===== config.mk =====
export PLATFORM = sky130hd
export DESIGN_NAME = aon_irq_hub
export DESIGN_NICKNAME = d
export VERILOG_FILES = /design/src/rtl/aon_irq_pkg.sv /design/src/rtl/aon_irq_sync.sv /design/src/rtl/aon_irq_nmi_trig.sv /design/src/rtl/aon_irq_vector.sv /design/src/rtl/aon_irq_hub.sv
export SDC_FILE = /design/constraint.sdc
export NUM_CORES = 1
export LEC_CHECK = 0
export ABC_AREA = 0
export BUFFER_PORTS_ARGS = -buffer_cell sky130_fd_sc_hd__buf_2
export CAP_MARGIN = 0
export CORE_MARGIN = 2
export CORE_UTILIZATION = 64
export DETAILED_ROUTE_END_ITERATION = 10
export GPL_TIMING_DRIVEN = 0
export PLACE_DENSITY = 0.85
export SETUP_SLACK_MARGIN = 0.15
export SYNTH_ARGS = -nofsm -noshare
export SYNTH_HDL_FRONTEND = slang
export SYNTH_SLANG_ARGS = --single-unit

===== constraint.sdc =====
create_clock -name clk -period 10 [get_ports clk]
set_input_delay 1 -clock clk [delete_from_list [all_inputs] [get_ports clk]]
set_output_delay 1 -clock clk [all_outputs]
set_load 0.01 [all_outputs]

===== src/rtl/aon_irq_pkg.sv =====
package aon_irq_pkg;

    localparam int REG_W      = 32;
    localparam int REG_ADDR_W = 8;

    localparam logic [REG_ADDR_W-1:0] OFS_VECTOR = 8'h00;
    localparam logic [REG_ADDR_W-1:0] OFS_BASE   = 8'h04;
    localparam logic [REG_ADDR_W-1:0] OFS_TRIG   = 8'h0C;
    localparam logic [REG_ADDR_W-1:0] OFS_PEND   = 8'h10;
    localparam logic [REG_ADDR_W-1:0] OFS_ENABLE = 8'h40;
    localparam logic [REG_ADDR_W-1:0] OFS_MASK   = 8'h50;
    localparam logic [REG_ADDR_W-1:0] OFS_RESP   = 8'h60;

    typedef enum logic [1:0] {
        TRIG_LVL_LO = 2'b00,
        TRIG_FALL   = 2'b01,
        TRIG_LVL_HI = 2'b10,
        TRIG_RISE   = 2'b11
    } trig_mode_e;

    typedef enum logic {
        BUS_IDLE,
        BUS_ACCESS
    } bus_state_e;

    typedef enum logic {
        NMI_CLEAR,
        NMI_HELD
    } nmi_state_e;

endpackage


===== src/rtl/aon_irq_sync.sv =====
module aon_irq_sync #(
    parameter int WIDTH  = 32,
    parameter int STAGES = 2
) (
    input  logic             clk,
    input  logic             rst_n,
    input  logic [WIDTH-1:0] async_in,
    output logic [WIDTH-1:0] sync_out
);

    logic [WIDTH-1:0] stage_q [STAGES];

    for (genvar s = 0; s < STAGES; s++) begin : g_stage
        if (s == 0) begin : g_first
            always_ff @(posedge clk or negedge rst_n) begin
                if (!rst_n) stage_q[s] <= '0;
                else        stage_q[s] <= async_in;
            end
        end else begin : g_next
            always_ff @(posedge clk or negedge rst_n) begin
                if (!rst_n) stage_q[s] <= '0;
                else        stage_q[s] <= stage_q[s-1];
            end
        end
    end

    assign sync_out = stage_q[STAGES-1];

endmodule


===== src/rtl/aon_irq_nmi_trig.sv =====
module aon_irq_nmi_trig
    import aon_irq_pkg::*;
(
    input  logic       clk,
    input  logic       rst_n,
    input  logic       pin_sync,
    input  trig_mode_e mode,
    input  logic       clr_req,
    output logic       pend
);

    nmi_state_e state_q, state_d;
    logic       pin_prev_q;
    logic       rise, fall, is_edge;

    always_ff @(posedge clk or negedge rst_n) begin
        if (!rst_n) pin_prev_q <= 1'b0;
        else        pin_prev_q <= pin_sync;
    end

    // state register
    always_ff @(posedge clk or negedge rst_n) begin
        if (!rst_n) state_q <= NMI_CLEAR;
        else        state_q <= state_d;
    end

    always_comb begin
        rise    = pin_sync & ~pin_prev_q;
        fall    = ~pin_sync & pin_prev_q;
        is_edge = mode[0];
        state_d = state_q;
        unique case (mode)
            TRIG_LVL_LO: state_d = pin_sync ? NMI_CLEAR : NMI_HELD;
            TRIG_LVL_HI: state_d = pin_sync ? NMI_HELD : NMI_CLEAR;
            TRIG_RISE: begin
                if (rise)                               state_d = NMI_HELD;
                else if (state_q == NMI_HELD && clr_req) state_d = NMI_CLEAR;
            end
            TRIG_FALL: begin
                if (fall)                               state_d = NMI_HELD;
                else if (state_q == NMI_HELD && clr_req) state_d = NMI_CLEAR;
            end
        endcase
    end

    // outputs
    always_comb begin
        pend = (state_q == NMI_HELD);
    end


    edge_hold_chk: assert property (@(posedge clk) disable iff (!rst_n)
        (is_edge && pend && !clr_req) |=> (pend || !is_edge));


    edge_capture_chk: assert property (@(posedge clk) disable iff (!rst_n)
        (mode == TRIG_RISE && rise) |=> pend);

endmodule


===== src/rtl/aon_irq_vector.sv =====
module aon_irq_vector
    import aon_irq_pkg::*;
#(
    parameter int NUM_SRC = 32
) (
    input  logic                       clk,
    input  logic                       rst_n,
    input  logic [NUM_SRC-1:0]         active,
    input  logic [REG_W-1:0]           base,
    output logic [REG_W-1:0]           vector,
    output logic                       any_active
);

    localparam int IDX_W = (NUM_SRC > 1) ? $clog2(NUM_SRC) : 1;

    logic [IDX_W-1:0] idx;

    always_comb begin
        idx        = '0;
        any_active = 1'b0;
        for (int i = 0; i < NUM_SRC; i++) begin
            if (!any_active && active[i]) begin
                idx        = IDX_W'(i);
                any_active = 1'b1;
            end
        end
        vector = base + (REG_W'(idx) << 2);
    end


    vec_hit_chk: assert property (@(posedge clk) disable iff (!rst_n)
        any_active |-> active[idx]);


    vec_lowest_chk: assert property (@(posedge clk) disable iff (!rst_n)
        any_active |-> ((active & ((NUM_SRC'(1) << idx) - NUM_SRC'(1))) == '0));


    vec_idle_chk: assert property (@(posedge clk) disable iff (!rst_n)
        (active == '0) |-> (idx == '0));

endmodule


===== src/rtl/aon_irq_hub.sv =====
module aon_irq_hub
    import aon_irq_pkg::*;
#(
    parameter int NUM_SRC     = 32,
    parameter int SYNC_STAGES = 2
) (
    input  logic                   clk,
    input  logic                   rst_n,
    input  logic                   bus_req,
    input  logic                   bus_we,
    input  logic [REG_ADDR_W-1:0]  bus_addr,
    input  logic [REG_W-1:0]       bus_wdata,
    output logic                   bus_ack,
    output logic [REG_W-1:0]       bus_rdata,
    input  logic [NUM_SRC-1:1]     src_irq,
    input  logic                   nmi_pin,
    output logic                   nmi_out,
    output logic                   cpu_irq
);

    bus_state_e             state_q, state_d;
    logic                   we_q;
    logic [REG_ADDR_W-1:0]  addr_q;
    logic [REG_W-1:0]       wdata_q;

    logic [REG_W-1:0]       base_q;
    trig_mode_e             trig_q;
    logic [NUM_SRC-1:0]     en_q, mask_q, resp_q;
    logic [NUM_SRC-1:1]     pend_hi_q;
    logic                   pend0;
    logic [NUM_SRC-1:0]     pend, active;
    logic [NUM_SRC-1:0]     sync_all;
    logic [REG_W-1:0]       vector;
    logic                   any_active;
    logic                   wr_fire, clr_req;

    // synchronizers for every line, NMI pin in bit 0
    aon_irq_sync #(.WIDTH(NUM_SRC), .STAGES(SYNC_STAGES)) u_sync (
        .clk      (clk),
        .rst_n    (rst_n),
        .async_in ({src_irq, nmi_pin}),
        .sync_out (sync_all)
    );

    // bus state register
    always_ff @(posedge clk or negedge rst_n) begin
        if (!rst_n) state_q <= BUS_IDLE;
        else        state_q <= state_d;
    end

    always_comb begin
        state_d = state_q;
        unique case (state_q)
            BUS_IDLE:   if (bus_req) state_d = BUS_ACCESS;
            BUS_ACCESS: state_d = BUS_IDLE;
        endcase
    end

    always_ff @(posedge clk or negedge rst_n) begin
        if (!rst_n) begin
            we_q    <= 1'b0;
            addr_q  <= '0;
            wdata_q <= '0;
        end else if (state_q == BUS_IDLE && bus_req) begin
            we_q    <= bus_we;
            addr_q  <= bus_addr;
            wdata_q <= bus_wdata;
        end
    end

    assign wr_fire = (state_q == BUS_ACCESS) && we_q;
    assign clr_req = wr_fire && (addr_q == OFS_PEND) && wdata_q[0];

    // register writes
    always_ff @(posedge clk or negedge rst_n) begin
        if (!rst_n) begin
            base_q <= '0;
            trig_q <= TRIG_LVL_HI;
            en_q   <= '0;
            mask_q <= '0;
            resp_q <= '0;
        end else if (wr_fire) begin
            case (addr_q)
                OFS_BASE:   base_q <= wdata_q;
                OFS_TRIG:   trig_q <= trig_mode_e'(wdata_q[1:0]);
                OFS_ENABLE: en_q   <= wdata_q[NUM_SRC-1:0];
                OFS_MASK:   mask_q <= wdata_q[NUM_SRC-1:0];
                OFS_RESP:   resp_q <= resp_q ^ wdata_q[NUM_SRC-1:0];
                default: ;
            endcase
        end
    end

    // level-high lines track their synchronized inputs
    always_ff @(posedge clk or negedge rst_n) begin
        if (!rst_n) pend_hi_q <= '0;
        else        pend_hi_q <= sync_all[NUM_SRC-1:1];
    end

    aon_irq_nmi_trig u_nmi (
        .clk      (clk),
        .rst_n    (rst_n),
        .pin_sync (sync_all[0]),
        .mode     (trig_q),
        .clr_req  (clr_req),
        .pend     (pend0)
    );

    assign pend   = {pend_hi_q, pend0};
    assign active = pend & en_q & ~mask_q & ~resp_q;

    aon_irq_vector #(.NUM_SRC(NUM_SRC)) u_vec (
        .clk        (clk),
        .rst_n      (rst_n),
        .active     (active),
        .base       (base_q),
        .vector     (vector),
        .any_active (any_active)
    );

    // outputs
    always_comb begin
        bus_ack   = (state_q == BUS_ACCESS);
        bus_rdata = '0;
        if (state_q == BUS_ACCESS && !we_q) begin
            case (addr_q)
                OFS_VECTOR: bus_rdata = vector;
                OFS_BASE:   bus_rdata = base_q;
                OFS_TRIG:   bus_rdata = REG_W'(trig_q);
                OFS_PEND:   bus_rdata = REG_W'(pend);
                OFS_ENABLE: bus_rdata = REG_W'(en_q);
                OFS_MASK:   bus_rdata = REG_W'(mask_q);
                OFS_RESP:   bus_rdata = REG_W'(resp_q);
                default:    bus_rdata = '0;
            endcase
        end
        nmi_out = pend0 & en_q[0];
        cpu_irq = any_active;
    end


    ack_single_chk: assert property (@(posedge clk) disable iff (!rst_n)
        bus_ack |=> !bus_ack);


    req_ack_chk: assert property (@(posedge clk) disable iff (!rst_n)
        (bus_req && !bus_ack) |=> bus_ack);


    resp_hold_chk: assert property (@(posedge clk) disable iff (!rst_n)
        !(wr_fire && addr_q == OFS_RESP) |=> $stable(resp_q));


    pend_track_chk: assert property (@(posedge clk) disable iff (!rst_n)
        $stable(sync_all[NUM_SRC-1:1]) |=> $stable(pend_hi_q));


    nmi_gate_chk: assert property (@(posedge clk) disable iff (!rst_n)
        $rose(nmi_out) |-> (pend0 && en_q[0]));

endmodule


# After elaboration in Yosys (flattened, before gate mapping)

Cells that the tools add are included.

Output and inout port bits: 35
Register bits after elaboration: 269
Bits of input ports: 76

Add/subtract/negate cells: 1
Reductions and logical operators: 76
Multiplexer cells: 73
Bitwise operators: 12
Eq/ne operators: 9

Operator list:

| kind                 | count |
|---|---|
| $pmux W32 S7         | 1 |
| $and A32 B32 Y32     | 3 |
| $mux W5              | 16 |
| $not A32 Y32         | 2 |
| $mux W1              | 39 |
| $logic_and A1 B1 Y1  | 37 |
| $add A32 B7 Y32      | 1 |
| $logic_not A1 Y1     | 32 |
| $mux W32             | 1 |
| $mux W4              | 8 |
| $xor A32 B32 Y32     | 1 |
| $eq A8 B7 Y1 const B | 3 |
| $mux W3              | 4 |
| $reduce_and A2 Y1    | 5 |
| $eq A8 B3 Y1 const B | 1 |
| $eq A8 B4 Y1 const B | 1 |
| $eq A8 B5 Y1 const B | 1 |
| $logic_not A8 Y1     | 1 |
| $eq A2 B2 Y1 const B | 2 |
| $mux W2              | 2 |
| $pmux W1 S4          | 1 |
| $and A1 B1 Y1        | 3 |
| $not A1 Y1           | 3 |
| $eq A2 B1 Y1 const B | 1 |
| other kinds (2)      | 2 |

# Depth between registers and ports, before layout

Gate-level depths: netlist (run 1).

Word-level depth: 100
Mapped depth: 13
Depth with buffers taken out: 12

# Modules after synthesis

A second synthesis (run 1) with hierarchy kept.

Cells, all modules: 956
Area total of the unflattened synthesis: 12326.8 um^2

Modules (own cells, without submodules):

| module           | area an instance (um^2) | instances | sequential area each (um^2) | cells each |
|---|---|---|---|---|
| aon_irq_hub      | 9332.7                  | 1         | 5081.1                      | 696 |
| aon_irq_sync     | 1841.8                  | 1         | 1601.5                      | 96 |
| aon_irq_vector   | 1061.0                  | 1         | 0.0                         | 157 |
| aon_irq_nmi_trig | 91.3                    | 1         | 50.0                        | 7 |

# Least setup slack after synthesis (run 1)

Ideal clock, no wire load.

Path type: reg2out
From: register en_q[21]
To: output bus_rdata[16]
Buffers on the path: 0
Cell stages (with the launch flop): 13
Data arrival time: 3228 ps
Slack: 5772 ps
Cell sequence: dfrtp_1 -> nor4bb_1 -> nor4_1 -> nand3_1 -> o32a_1 -> o221ai_1 -> ha_1 -> fa_1 -> nand3_1 -> a21oi_1 -> nand3_1 -> or3_1 -> a31oi_1

Longest elaborated chain between the ends: 38
Elaborated cells on any way between the ends: 48
Classes of those cells: add/sub: 1; mux: 23; bitwise: 3; reduce/logical: 21

Ends and longest elaborated chain:

| element                          | RTL line             | RTL |
|---|---|---|
| start, declared                  | aon_irq_hub.sv:28    | `logic [NUM_SRC-1:0] en_q, mask_q, resp_q;` |
| start signal, assigned           | aon_irq_hub.sv:86    | `OFS_ENABLE: en_q <= wdata_q[NUM_SRC-1:0];` |
| $and A32 B32 Y32 * (3 in series) | aon_irq_hub.sv:110   | `assign active = pend & en_q & ~mask_q & ~resp_q;` |
| $logic_and A1 B1 Y1 *            | aon_irq_vector.sv:22 | `if (!any_active && active[i]) begin` |
| $mux W1                          | aon_irq_vector.sv:22 |  |
| $logic_not A1 Y1                 | aon_irq_vector.sv:22 |  |
| $logic_and A1 B1 Y1              | aon_irq_vector.sv:22 |  |
| $mux W1                          | aon_irq_vector.sv:22 |  |
| $logic_not A1 Y1                 | aon_irq_vector.sv:22 |  |
| $logic_and A1 B1 Y1              | aon_irq_vector.sv:22 |  |
| (+20 left out)                   | n/a                  |  |
| $logic_and A1 B1 Y1              | aon_irq_vector.sv:22 |  |
| $mux W1                          | aon_irq_vector.sv:22 |  |
| $logic_not A1 Y1                 | aon_irq_vector.sv:22 |  |
| $logic_and A1 B1 Y1              | aon_irq_vector.sv:22 |  |
| $mux W5 *                        | aon_irq_vector.sv:22 |  |
| $add A32 B7 Y32 *                | aon_irq_vector.sv:27 | `vector = base + (REG_W'(idx) << 2);` |
| $pmux W32 S7 *                   | aon_irq_hub.sv:126   | `case (addr_q)` |
| $mux W32 *                       | aon_irq_hub.sv:125   | `if (state_q == BUS_ACCESS && !we_q) begin` |
| end, declared                    | aon_irq_hub.sv:14    | `output logic [REG_W-1:0] bus_rdata,` |

Mark *: on every way between the ends. The rest lies on a longest branch, timed or not.

# Worst setup path in the final report (run 1)

From: register resp_q[18]
To: output bus_rdata[27]

Longest elaborated chain between the ends: 46
Elaborated cells on any way between the ends: 59
Classes of those cells: add/sub: 1; mux: 29; bitwise: 2; reduce/logical: 27

Ends and longest elaborated chain:

| element                | RTL line             | RTL |
|---|---|---|
| start, declared        | aon_irq_hub.sv:28    |  |
| start signal, assigned | aon_irq_hub.sv:88    | `OFS_RESP: resp_q <= resp_q ^ wdata_q[NUM_SRC-1:0];` |
| $not A32 Y32 *         | aon_irq_hub.sv:110   |  |
| $and A32 B32 Y32 *     | aon_irq_hub.sv:110   |  |
| $logic_and A1 B1 Y1 *  | aon_irq_vector.sv:22 |  |
| $mux W1                | aon_irq_vector.sv:22 |  |
| $logic_not A1 Y1       | aon_irq_vector.sv:22 |  |
| $logic_and A1 B1 Y1    | aon_irq_vector.sv:22 |  |
| $mux W1                | aon_irq_vector.sv:22 |  |
| $logic_not A1 Y1       | aon_irq_vector.sv:22 |  |
| (+30 left out)         | n/a                  |  |
| $logic_and A1 B1 Y1    | aon_irq_vector.sv:22 |  |
| $mux W1                | aon_irq_vector.sv:22 |  |
| $logic_not A1 Y1       | aon_irq_vector.sv:22 |  |
| $logic_and A1 B1 Y1    | aon_irq_vector.sv:22 |  |
| $mux W5 *              | aon_irq_vector.sv:22 |  |
| $add A32 B7 Y32 *      | aon_irq_vector.sv:27 |  |
| $pmux W32 S7 *         | aon_irq_hub.sv:126   |  |
| $mux W32 *             | aon_irq_hub.sv:125   |  |

Marks and branches as above.

==> flow_metrics.py, run 1 <==
metrics = {
    "outcome": {
        "outcome": "finished with violations",
        "violations": "capacitance limit",
    },
    "cells_and_area": {
        "area_growth_pct": 15.6,
        "fillCellCount": 1204,
        "regArea_mm2": 0.00673,
        "antennaDiodeCount": 0,
        "fin_util": 0.748,
        "nets": 1193,
        "multi_input_area_mm2": 0.00497,
        "layout-drive-gt1-share": 0.296,
    },
    "clock_network": {
        "htree_levels": 1,
        "cts_max_path_buffers": 3,
        "hold_buffers": 0,
        "clk_latency_ns": 0.54,
        "post_cts_buffers": 0,
        "cts-root-buf": "clkbuf_16",
        "post_cts_resized": 0,
        "clkSinkCount": 269,
        "numCtsBuffers": 27,
        "clk_pin_slew_ns": 0.06,
        "cts_tree": "built",
    },
    "timing": {
        "finClkSkew_ns": 0.0167,
        "rsz0062_at_grt": "false",
        "fmax_mhz": 162,
        "fin_crit_sh": 0.618,
        "fin_ws_ns": 3.82,
        "slew_violations": 0,
        "tightest_slew_ns": 1.47,
        "min_period_ns": 6.18,
        "setup_violations": 0,
        "fin_tns_setup_ns": 0,
        "hold_viol_final": 0,
        "slew_headroom": 0.0134,
    },
    "job": {
        "drv_cap": 1,
    },
    "placed_design": {
        "dpl_worst_slack_ns": 4.60,
        "port_buffers": 110,
        "dp_hpwl_um": 22500,
        "gp_congestion": 0.965,
    },
    "floorplan": {
        "chipWidth_um": 141,
        "design.core.area_mm2": 0.0185,
        "die_area_mm2": 0.0198,
        "die_y_um": 141,
        "start_util": 0.647,
        "io_pins": 111,
        "rows": 50,
    },
    "logic_synthesis": {
        "syn_nets": 1052,
        "synth.most_common_cell": "dfrtp_1",
        "syn_area_mm2": 0.0120,
        "synth.area.top_cells": "dfrtp_1, mux2_2, xnor2_1",
        "ys_types": 67,
        "yosysTopAreaCell": "dfrtp_1",
        "synth_edf_count": 0,
        "ys_seq_area_frac": 0.562,
        "synth-seq-cells": 269,
        "syn_inst": 969,
        "synth_common_cells": "dfrtp_1, mux2_2, nand2_1",
        "postSynthAreaPerCell_um2": 12.4,
        "synth_ff_type": "dfrtp_1",
        "synthArstFlopShare": 1.00,
        "synth_top_area_share": 0.559,
        "yosys_warnings": 0,
    },
    "drt": {
        "drt_iter0_drc": 1156,
        "vias": 9105,
        "wl_um": 33400,
        "vias_per_cell": 6.68,
        "ant_nets": 0,
        "drc": 0,
        "wl_per_cell_um": 24.5,
        "drt_first_pass_iters": 9,
    },
    "global_route": {
        "antenna_found_initial": 0,
        "grt_max_degree": 114,
        "grt_pass1_wl_um": 51200,
        "grt_pass1_vias": 9050,
        "grt_usage": 0.340,
        "grt_remaining_overflow": 0,
    },
    "worst_hold_path": {
        "holdCritPathClass": "reg2reg",
        "hp-start": "u_sync.stage_q[43]",
        "hold_depth": 0,
        "min_to": "u_sync.sync_out[11]",
    },
    "setup_path": {
        "cp_cell_sequence": "nor4bb_1 > nor2_1 > o31ai_1 > a21oi_1 > o32ai_1 > ha_1 > a21o_1 > a221oi_1 > nor4b_1 > o21ai_0 > a31oi_1 > buf_2",
        "crit_path_top_delay_cell": "a221oi_1",
        "rrSetupSlack_ns": 7.09,
        "reg2reg_to": "resp_q[0]",
        "cp-end-kind": "output pin",
        "crit_arrival_ns": 5.18,
        "crit_required_ns": 9.00,
        "worstRegToRegCells": 6,
        "worst-setup-path-type": "reg2out",
        "max_stage_delay_ns": 1.04,
        "r2r_start": "addr_q[4]",
        "worst-path-max-fanout": 8,
        "cp-start-kind": "register",
    },
    "power": {
        "p_leak_uw": 0.00611,
        "max-vdd-ir-drop_v": 0.000186,
        "power.density_mw_per_mm2": 188,
    },
}
[worst max-delay path, delay by kind of cell (launching register included)]
| kind | cells | cell delay (ns) |
|---|---|---|
| adder cells (fa/ha/maj) | 1 | 0.34 |
| flip-flops | 1 | 0.42 |
| AO/OA/AOI/OAI | 7 | 2.43 |
| buffers and inverters | 1 | 0.20 |
| AND/OR/NAND/NOR | 3 | 1.26 |
[cell families (layout without fill, tap and decap cells)]
logic type / after synthesis / in the layout / share of synthesized area
adders and majority gates: 7 / 7 / 0.00793
muxes: 163 / 163 / 0.151
xor gates and xnor gates: 37 / 37 / 0.0270
buffers and inverters: 62 / 222 / 0.0235
DFF: 269 / 269 / 0.562
and+or+nand+nor: 257 / 257 / 0.129
AOI/OAI and AO/OA: 174 / 174 / 0.100
[through the flow]
stage               cells  cell area [um^2]  power (uW)  hold slack [ns]
floorplan             969             12000        1400            0.331
global placement     1313             12800        1510            0.331
detailed placement   1315             12900        1520            0.335
CTS                  1363             13900        2610            0.348
global route         1363             13900        2680            0.352
finish               1363             13900        2600            0.347
[cell type report]
type / instances / share of cell area
Sequential cell: 269 / 0.486
Multi-Input combinational cell: 638 / 0.359
Clock buffer: 36 / 0.0548
Timing Repair Buffer: 112 / 0.0444
Tap cell: 234 / 0.0211
Buffer: 51 / 0.0173
Clock inverter: 12 / 0.0144
Inverter: 11 / 0.00298
[cells in the final DEF (no fill, tap or decap), types with 14 or more instances in the layout]
| cell type | netlist | layout |
|---|---|---|
| nor2_1 | 32 | 32 |
| o21ai_0 | 35 | 35 |
| nor4bb_1 | 27 | 27 |
| a21oi_1 | 28 | 28 |
| nand2_1 | 74 | 74 |
| a22oi_1 | 14 | 14 |
| buf_2 | 17 | 126 |
| clkbuf_16 | 0 | 27 |
| dfrtp_1 | 268 | 268 |
| a31oi_1 | 21 | 21 |
| nand3_1 | 20 | 20 |
| mux2i_1 | 17 | 17 |
| xnor2_1 | 35 | 35 |
| clkbuf_1 | 27 | 31 |
| a221oi_1 | 18 | 18 |
| mux2_2 | 145 | 145 |
[state kept, by name (all words and copies together), names as in the netlist, 8 cells and up]
register	flops
addr_q	8
base_q	32
en_q	32
mask_q	32
pend_hi_q	31
resp_q	32
u_sync.stage_q	32
u_sync.sync_out	32
wdata_q	32
[routing by layer]
layer | global-route usage | part of all wire | vias up
li1 | - | - | 3894
met1 | 0.464 | 0.39 | 4508
met2 | 0.529 | 0.46 | 590
met3 | 0.0870 | 0.11 | 113
met4 | 0.136 | 0.040 | 0
met5 | 0 | 0 | -
[power breakdown]
part           total, uW  switching (uW)  internal, uW
Clock               1090             427           662
Sequential          1240            75.9          1160
Combinational        274             154           119
[worst max path at each step]
stage | slack [ns] | from | cells past startpoint | endpoint
2_1_floorplan | 5.77 | en_q[21] | 12 | bus_rdata[16]
3_3_place_gp | 3.25 | rst_n | 1 | u_sync.stage_q[55]
3_5_place_dp | 4.60 | resp_q[18] | 12 | bus_rdata[25]
4_1_cts | 4.03 | resp_q[18] | 12 | bus_rdata[27]
5_1_grt | 3.61 | resp_q[18] | 12 | bus_rdata[27]
6_report | 3.82 | resp_q[18] | 12 | bus_rdata[27]
Note: power is estimated with default switching activity, not from simulation.
==> run 2: changes to the inputs <==
--- a/config.mk
+++ b/config.mk
@@ -5,14 +5,14 @@
 export SDC_FILE = /design/constraint.sdc
 export NUM_CORES = 1
 export LEC_CHECK = 0
-export ABC_AREA = 0
+export ABC_AREA = 1
 export BUFFER_PORTS_ARGS = -buffer_cell sky130_fd_sc_hd__buf_2
 export CAP_MARGIN = 0
 export CORE_MARGIN = 2
-export CORE_UTILIZATION = 64
+export CORE_UTILIZATION = 54
 export DETAILED_ROUTE_END_ITERATION = 10
 export GPL_TIMING_DRIVEN = 0
-export PLACE_DENSITY = 0.85
+export PLACE_DENSITY = 0.77
 export SETUP_SLACK_MARGIN = 0.15
 export SYNTH_ARGS = -nofsm -noshare
 export SYNTH_HDL_FRONTEND = slang
==> constraint.sdc (replaced) <==
create_clock -name clk -period 5.2 [get_ports clk]
set_input_delay 0.52 -clock clk [delete_from_list [all_inputs] [get_ports clk]]
set_output_delay 0.52 -clock clk [all_outputs]
set_load 0.01 [all_outputs]
==> run 2 against run 1 <==
Against the previous run: the flow finishes with violations (setup timing); die area grew 16%; clock power grew 68%; wire length grew 4.0%; first-iteration DRC count grew 4.6%; cell area grew 4.1%; synthesized cell count grew 32%; combinational power grew to 3.1 times the previous value; clock-buffer cell count grew 3; synthesized area shrank 1.3%; clock skew grew 0.00070 ns; via count grew 15%; flip-flop and latch count is the same; critical path type unchanged; critical endpoint is now bus_rdata[29]; largest power group unchanged.
==> flow_metrics.py, run 2 <==
metrics = {
    "outcome": {
        "outcome": "finished with violations",
        "violations": "setup timing",
    },
    "logic_synthesis": {
        "postSynthAreaPerCell_um2": 9.25,
        "synth_edf_count": 0,
        "ys_types": 54,
        "yosysTopAreaCell": "dfrtp_1",
        "synthArstFlopShare": 1.00,
        "synth.most_common_cell": "dfrtp_1",
        "syn_inst": 1278,
        "synth_common_cells": "dfrtp_1, nand2_1, inv_1",
        "synth.area.top_cells": "dfrtp_1, nand2_1, o21ai_0",
        "synth_top_area_share": 0.567,
        "yosys_warnings": 0,
        "ys_seq_area_frac": 0.569,
        "synth-seq-cells": 269,
        "syn_nets": 1361,
        "synth_ff_type": "dfrtp_1",
        "syn_area_mm2": 0.0118,
    },
    "timing": {
        "finClkSkew_ns": 0.0174,
        "fmax_mhz": 156,
        "hold_viol_final": 0,
        "fin_ws_ns": -1.23,
        "slew_headroom": 0.166,
        "min_period_ns": 6.43,
        "setup_violations": 26,
        "tightest_slew_ns": 1.25,
        "fin_crit_sh": 1.24,
        "rsz0062_at_grt": "true",
        "slew_violations": 0,
    },
    "cells_and_area": {
        "multi_input_area_mm2": 0.00457,
        "nets": 1565,
        "fillCellCount": 1685,
        "antennaDiodeCount": 0,
        "fin_util": 0.665,
        "final_cell_mix": "dfrtp_1, nand2_1, inv_1, o21ai_0, buf_2",
        "regArea_mm2": 0.00673,
        "final_common_cell": "dfrtp_1",
        "fin_area_mm2": 0.0144,
        "layout-drive-gt1-share": 0.205,
        "area_growth_pct": 22.0,
    },
    "placed_design": {
        "dpl_cell_area_mm2": 0.0128,
        "dp_hpwl_um": 22500,
        "port_buffers": 110,
        "dpl_worst_slack_ns": -0.810,
        "gp_congestion": 0.941,
    },
    "clock_network": {
        "numCtsBuffers": 27,
        "hold_buffers": 0,
        "cts-root-buf": "clkbuf_16",
        "htree_levels": 1,
        "cts_max_path_buffers": 3,
        "cts_tree": "built",
        "clk_pin_slew_ns": 0.06,
        "clkSinkCount": 269,
        "clk_latency_ns": 0.55,
    },
    "power": {
        "p_int_uw": 3640,
        "max-vdd-ir-drop_v": 0.000290,
        "p_leak_uw": 0.00685,
        "total_power_uw": 5030,
        "pwr-share-comb": 0.171,
        "swShare": 0.277,
        "clock_power_share": 0.363,
        "power.density_mw_per_mm2": 349,
        "power_frac_seq": 0.465,
        "switchingPower_uw": 1390,
    },
    "setup_path": {
        "crit_arrival_ns": 5.91,
        "crit_required_ns": 4.68,
        "cp-end-kind": "output pin",
        "crit_top_cell": "nor2_4",
        "worst-setup-path-type": "reg2out",
        "cp-start-kind": "register",
        "worst-path-max-fanout": 4,
        "crit_path_top_delay_cell": "dfrtp_1",
        "max_stage_delay_ns": 0.39,
    },
    "floorplan": {
        "die_y_um": 152,
        "design.core.area_mm2": 0.0217,
        "chipWidth_um": 152,
        "die_area_mm2": 0.0231,
        "io_pins": 111,
        "start_util": 0.545,
        "rows": 54,
    },
    "global_route": {
        "grt_remaining_overflow": 0,
        "gr-usage-met3": 0.0596,
        "grt_usage": 0.295,
        "grt_pass1_vias": 10400,
        "use_met1": 0.390,
        "grt_max_degree": 112,
        "grt_pass1_wl_um": 54600,
        "antenna_found_initial": 0,
        "met2_usage": 0.474,
        "grt_busiest_layer": "met2",
    },
    "drt": {
        "drt_first_pass_iters": 7,
        "wl_per_cell_um": 19.5,
        "vias": 10400,
        "drc": 0,
        "drt_iter0_drc": 1209,
        "wl_um": 34700,
        "ant_nets": 0,
        "vias_per_cell": 5.88,
    },
    "worst_hold_path": {
        "holdCritPathClass": "in2async",
    },
    "job": {
        "drv_cap": 0,
    },
}
run 2: changes by cell type after synthesis, sizes merged, moves of 30 or more:
cell   before  now
nor2       32  100
nand2      74  254
o21ai      35  153
xor2        2   32
mux2      146    0
xnor2      35    1
inv        11  168
run 2: layout make-up:
cell class	count	share of cell area
well taps	280	0.0243
flip-flops and latches	269	0.467
multi-input cells	786	0.317
repair buffers	175	0.0777
plain buffers	52	0.0138
inverters	171	0.0445
clock inverters	5	0.00399
clock buffers	39	0.0520
run 2: final timing paths:
kind | from | endpoint | slack, ns | cells after the start
min | rst_n | pend_hi_q[15] | 0.002 | 1
min in group clk | src_irq[31] | u_sync.stage_q[63] | 0.07 | 1
max | en_q[1] | bus_rdata[29] | -1.23 | 40
max in group asynchronous | rst_n | u_sync.sync_out[10] | 4.31 | 2
min reg2reg | u_sync.stage_q[54] | u_sync.sync_out[22] | 0.34 | 0
max reg2reg | addr_q[1] | en_q[9] | 1.70 | 11
run 2: cell families after synthesis:
group / share of synthesized area
and+or+nand+nor: 0.183
AOI/OAI and AO/OA: 0.144
DFF: 0.569
buffers and inverters: 0.0711
xor gates and xnor gates: 0.0244
adders and majority gates: 0.00804
run 2: critical path: cells and delay by family, from the launching register on:
| kind | cells | cell delay, ns |
|---|---|---|
| adder cells (fa/ha/maj) | 1 | 0.17 |
| buffers and inverters | 4 | 0.33 |
| flip-flops | 1 | 0.39 |
| AND/OR/NAND/NOR | 32 | 4.05 |
| AO/OA/AOI/OAI | 3 | 0.42 |
run 2: routing by layer:
metal	wire (um)	vias to the layer above	part of all wire
met1	13400	5040	0.39
met4	1810	0	0.052
met5	0	-	0
li1	-	4649	-
met3	3480	156	0.10
met2	16000	604	0.46
run 2: metrics by stage:
step	std cells	TNS (ns)	hold WS (ns)
after floorplan	1278	0	0.224
after global placement	1668	-303.91	0.332
after detailed placement	1670	-7.48	0.335
after CTS	1757	-17.62	0.0551
after global routing	1777	-26.50	0.0620
final	1777	-19.85	0.00223
run 2: what timing repair did:
item,in CTS,in global routing
setup endpoints to repair,26,29
pin swaps,43,50
buffers inserted,43,20
gates resized for setup,39,37
run 2: power by group through the flow:
stage,Clock (uW),Sequential [uW],Combinational (uW)
after floorplan,0,2350,427
after global placement,0,2370,604
after detailed placement,0,2370,629
after CTS,1850,2340,769
after global routing,1930,2360,943
final,1830,2340,863
==> run 3: changes to the inputs <==
--- a/config.mk
+++ b/config.mk
@@ -6,14 +6,17 @@
 export NUM_CORES = 1
 export LEC_CHECK = 0
 export ABC_AREA = 1
+export ABC_CLOCK_PERIOD_IN_PS = 5200
 export BUFFER_PORTS_ARGS = -buffer_cell sky130_fd_sc_hd__buf_2
 export CAP_MARGIN = 0
 export CORE_MARGIN = 2
 export CORE_UTILIZATION = 54
+export CTS_CLUSTER_SIZE = 28
 export DETAILED_ROUTE_END_ITERATION = 10
 export GPL_TIMING_DRIVEN = 0
-export PLACE_DENSITY = 0.77
+export PLACE_DENSITY = 0.76
 export SETUP_SLACK_MARGIN = 0.15
 export SYNTH_ARGS = -nofsm -noshare
 export SYNTH_HDL_FRONTEND = slang
+export SYNTH_HIERARCHICAL = 1
 export SYNTH_SLANG_ARGS = --single-unit
==> run 3 against run 2 <==
Against the previous run: the run still ends with setup timing left; cell count up 18%; sequential share of layout area fell by 6.0 points; via count is 14% higher; clock power grew 19%; flip-flop and latch count unchanged; total power up 12%.
==> flow_metrics.py, run 3 <==
metrics = {
    "placed_design": {
        "dp_hpwl_um": 23300,
        "dpl_cell_area_mm2": 0.0139,
        "gp_congestion": 0.927,
        "port_buffers": 110,
    },
    "clock_network": {
        "clk_pin_slew_ns": 0.06,
        "clkSinkCount": 269,
        "cts-root-buf": "clkbuf_16",
        "cts_tree": "built",
        "htree_levels": 1,
        "cts_max_path_buffers": 3,
        "clk_latency_ns": 0.56,
        "numCtsBuffers": 28,
    },
    "logic_synthesis": {
        "syn_inst": 1479,
        "ys_seq_area_frac": 0.523,
        "yosysTopAreaCell": "dfrtp_1",
        "postSynthAreaPerCell_um2": 8.71,
        "synth_edf_count": 0,
        "syn_nets": 1561,
        "ys_types": 48,
        "synth-seq-cells": 269,
        "yosys_warnings": 6,
        "synth.area.top_cells": "dfrtp_1, nand2_1, inv_1",
        "syn_area_mm2": 0.0129,
        "synth_common_cells": "nand2_1, dfrtp_1, inv_1",
        "synth.most_common_cell": "nand2_1",
        "synthArstFlopShare": 1.00,
        "synth_top_area_share": 0.521,
        "synth_ff_type": "dfrtp_1",
    },
    "worst_hold_path": {
        "hp-start": "src_irq[17]",
        "holdCritPathClass": "in2reg",
    },
    "setup_path": {
        "r2r_start": "addr_q[2]",
        "cp-end-kind": "output pin",
        "cp-start-kind": "register",
        "path_delay_family": "buffers and inverters",
        "crit_start": "u_nmi/pend",
        "crit_buf_inv": 46,
        "max_stage_delay_ns": 0.40,
        "worst-setup-path-type": "reg2out",
        "crit_top_cell": "buf_4",
        "crit_required_ns": 4.68,
        "worst-path-max-fanout": 2,
        "crit_path_top_delay_cell": "dfrtp_1",
        "crit_arrival_ns": 6.35,
    },
    "drt": {
        "drc": 0,
        "top_layer_used": "met4",
        "met3_length_um": 4420,
        "drt_first_pass_iters": 8,
        "drt_iter0_drc": 1611,
        "ant_nets": 0,
        "vias_per_cell": 5.68,
        "drt-met1-wl_um": 15200,
        "wl_um": 40800,
        "wl_per_cell_um": 19.4,
        "wl_met2_um": 18400,
        "vias": 11900,
    },
    "floorplan": {
        "design.core.area_mm2": 0.0235,
        "start_util": 0.549,
        "die_y_um": 158,
        "rows": 56,
        "chipWidth_um": 158,
        "io_pins": 111,
        "die_area_mm2": 0.0251,
    },
    "global_route": {
        "grt_pass1_vias": 11200,
        "antenna_found_initial": 0,
        "grt_pass1_wl_um": 59500,
        "grt_max_degree": 108,
        "grt_remaining_overflow": 0,
        "grt_usage": 0.314,
    },
    "cells_and_area": {
        "multi_input_area_mm2": 0.00548,
        "layout-drive-gt1-share": 0.293,
        "antennaDiodeCount": 0,
        "fin_area_mm2": 0.0165,
        "nets": 1838,
        "regArea_mm2": 0.00673,
        "area_growth_pct": 28.5,
        "final_cell_mix": "nand2_1, dfrtp_1, inv_1, buf_2, buf_4",
        "final_common_cell": "nand2_1",
        "fillCellCount": 1638,
    },
    "outcome": {
        "outcome": "finished with violations",
        "violations": "setup timing",
    },
    "timing": {
        "slew_headroom": 0.279,
        "min_period_ns": 6.87,
        "fin_ws_ns": -1.67,
        "slew_violations": 0,
        "setup_violations": 29,
        "hold_viol_final": 0,
        "fmax_mhz": 146,
        "tightest_slew_ns": 1.08,
        "rsz0062_at_grt": "true",
        "fin_crit_sh": 1.32,
        "whs_ns": 0.0665,
        "finClkSkew_ns": 0.0220,
    },
    "job": {
        "drv_cap": 0,
    },
    "power": {
        "max-vdd-ir-drop_v": 0.000255,
        "power.density_mw_per_mm2": 341,
        "p_leak_uw": 0.00838,
    },
}
[run 3: cells by family (layout without fill, tap and decap cells)]
group,Yosys count,count (layout),synth area share
compound gates,188,188,0.0773
xor+xnor,55,55,0.0374
fa+ha+maj,6,6,0.00641
buf+inv,224,522,0.0837
flops,269,269,0.523
simple gates,737,737,0.272
[run 3: what timing repair did]
action | in CTS | in global routing
hold buffers | 1 | 0
gates resized for setup | 71 | 80
buffers inserted | 112 | 22
endpoints found under the setup margin | 27 | 30
endpoints found under the hold margin | 33 | 0
pin swaps | 60 | 71
[run 3: path summary, 6_finish.rpt]
kind / to / slack (ns) / depth (start not counted)
setup / recovery: nmi_out / -1.67 / 47
hold / removal: u_sync/stage_q[49] / 0.07 / 1
setup reg to reg: en_q[30] / 3.02 / 6
hold reg to reg: u_sync/sync_out[8] / 0.35 / 0
max in group asynchronous: addr_q[4] / 3.30 / 4
min in group asynchronous: u_sync/stage_q[40] / 0.55 / 2
[run 3: final cells by class]
cell class | instances | share of cell area
clock buffers | 39 | 0.0491
flip-flops and latches | 269 | 0.407
multi-input cells | 986 | 0.331
clock inverters | 12 | 0.0121
well taps | 319 | 0.0241
plain buffers | 87 | 0.0339
repair buffers | 247 | 0.112
inverters | 137 | 0.0313
[run 3: metal layers]
layer  track usage  vias up
li1              -     5216
met1         0.406     5652
met2         0.487      816
met3        0.0729      231
met4         0.181        0
met5             0        -
[run 3: stage by stage]
stage                     utilization  cells  setup WS [ns]  TNS (ns)  power [uW]
after floorplan                     -   1479          0.158         0        2800
after global placement          0.589   1908          -1.23   -328.06        3030
after detailed placement        0.592   1910         -0.774     -6.51        3060
after CTS                       0.685   2074          -1.17    -18.44        5470
after global routing            0.705   2096          -1.85    -34.92        5820
final                           0.705   2096          -1.67    -30.30        5640
[run 3: report_power, final]
| part | leakage (uW) | switching [uW] | internal (uW) |
|---|---|---|---|
| logic | 0.00443 | 634 | 480 |
| registers | 0.00345 | 109 | 2240 |
| clock network | 0.000501 | 846 | 1340 |
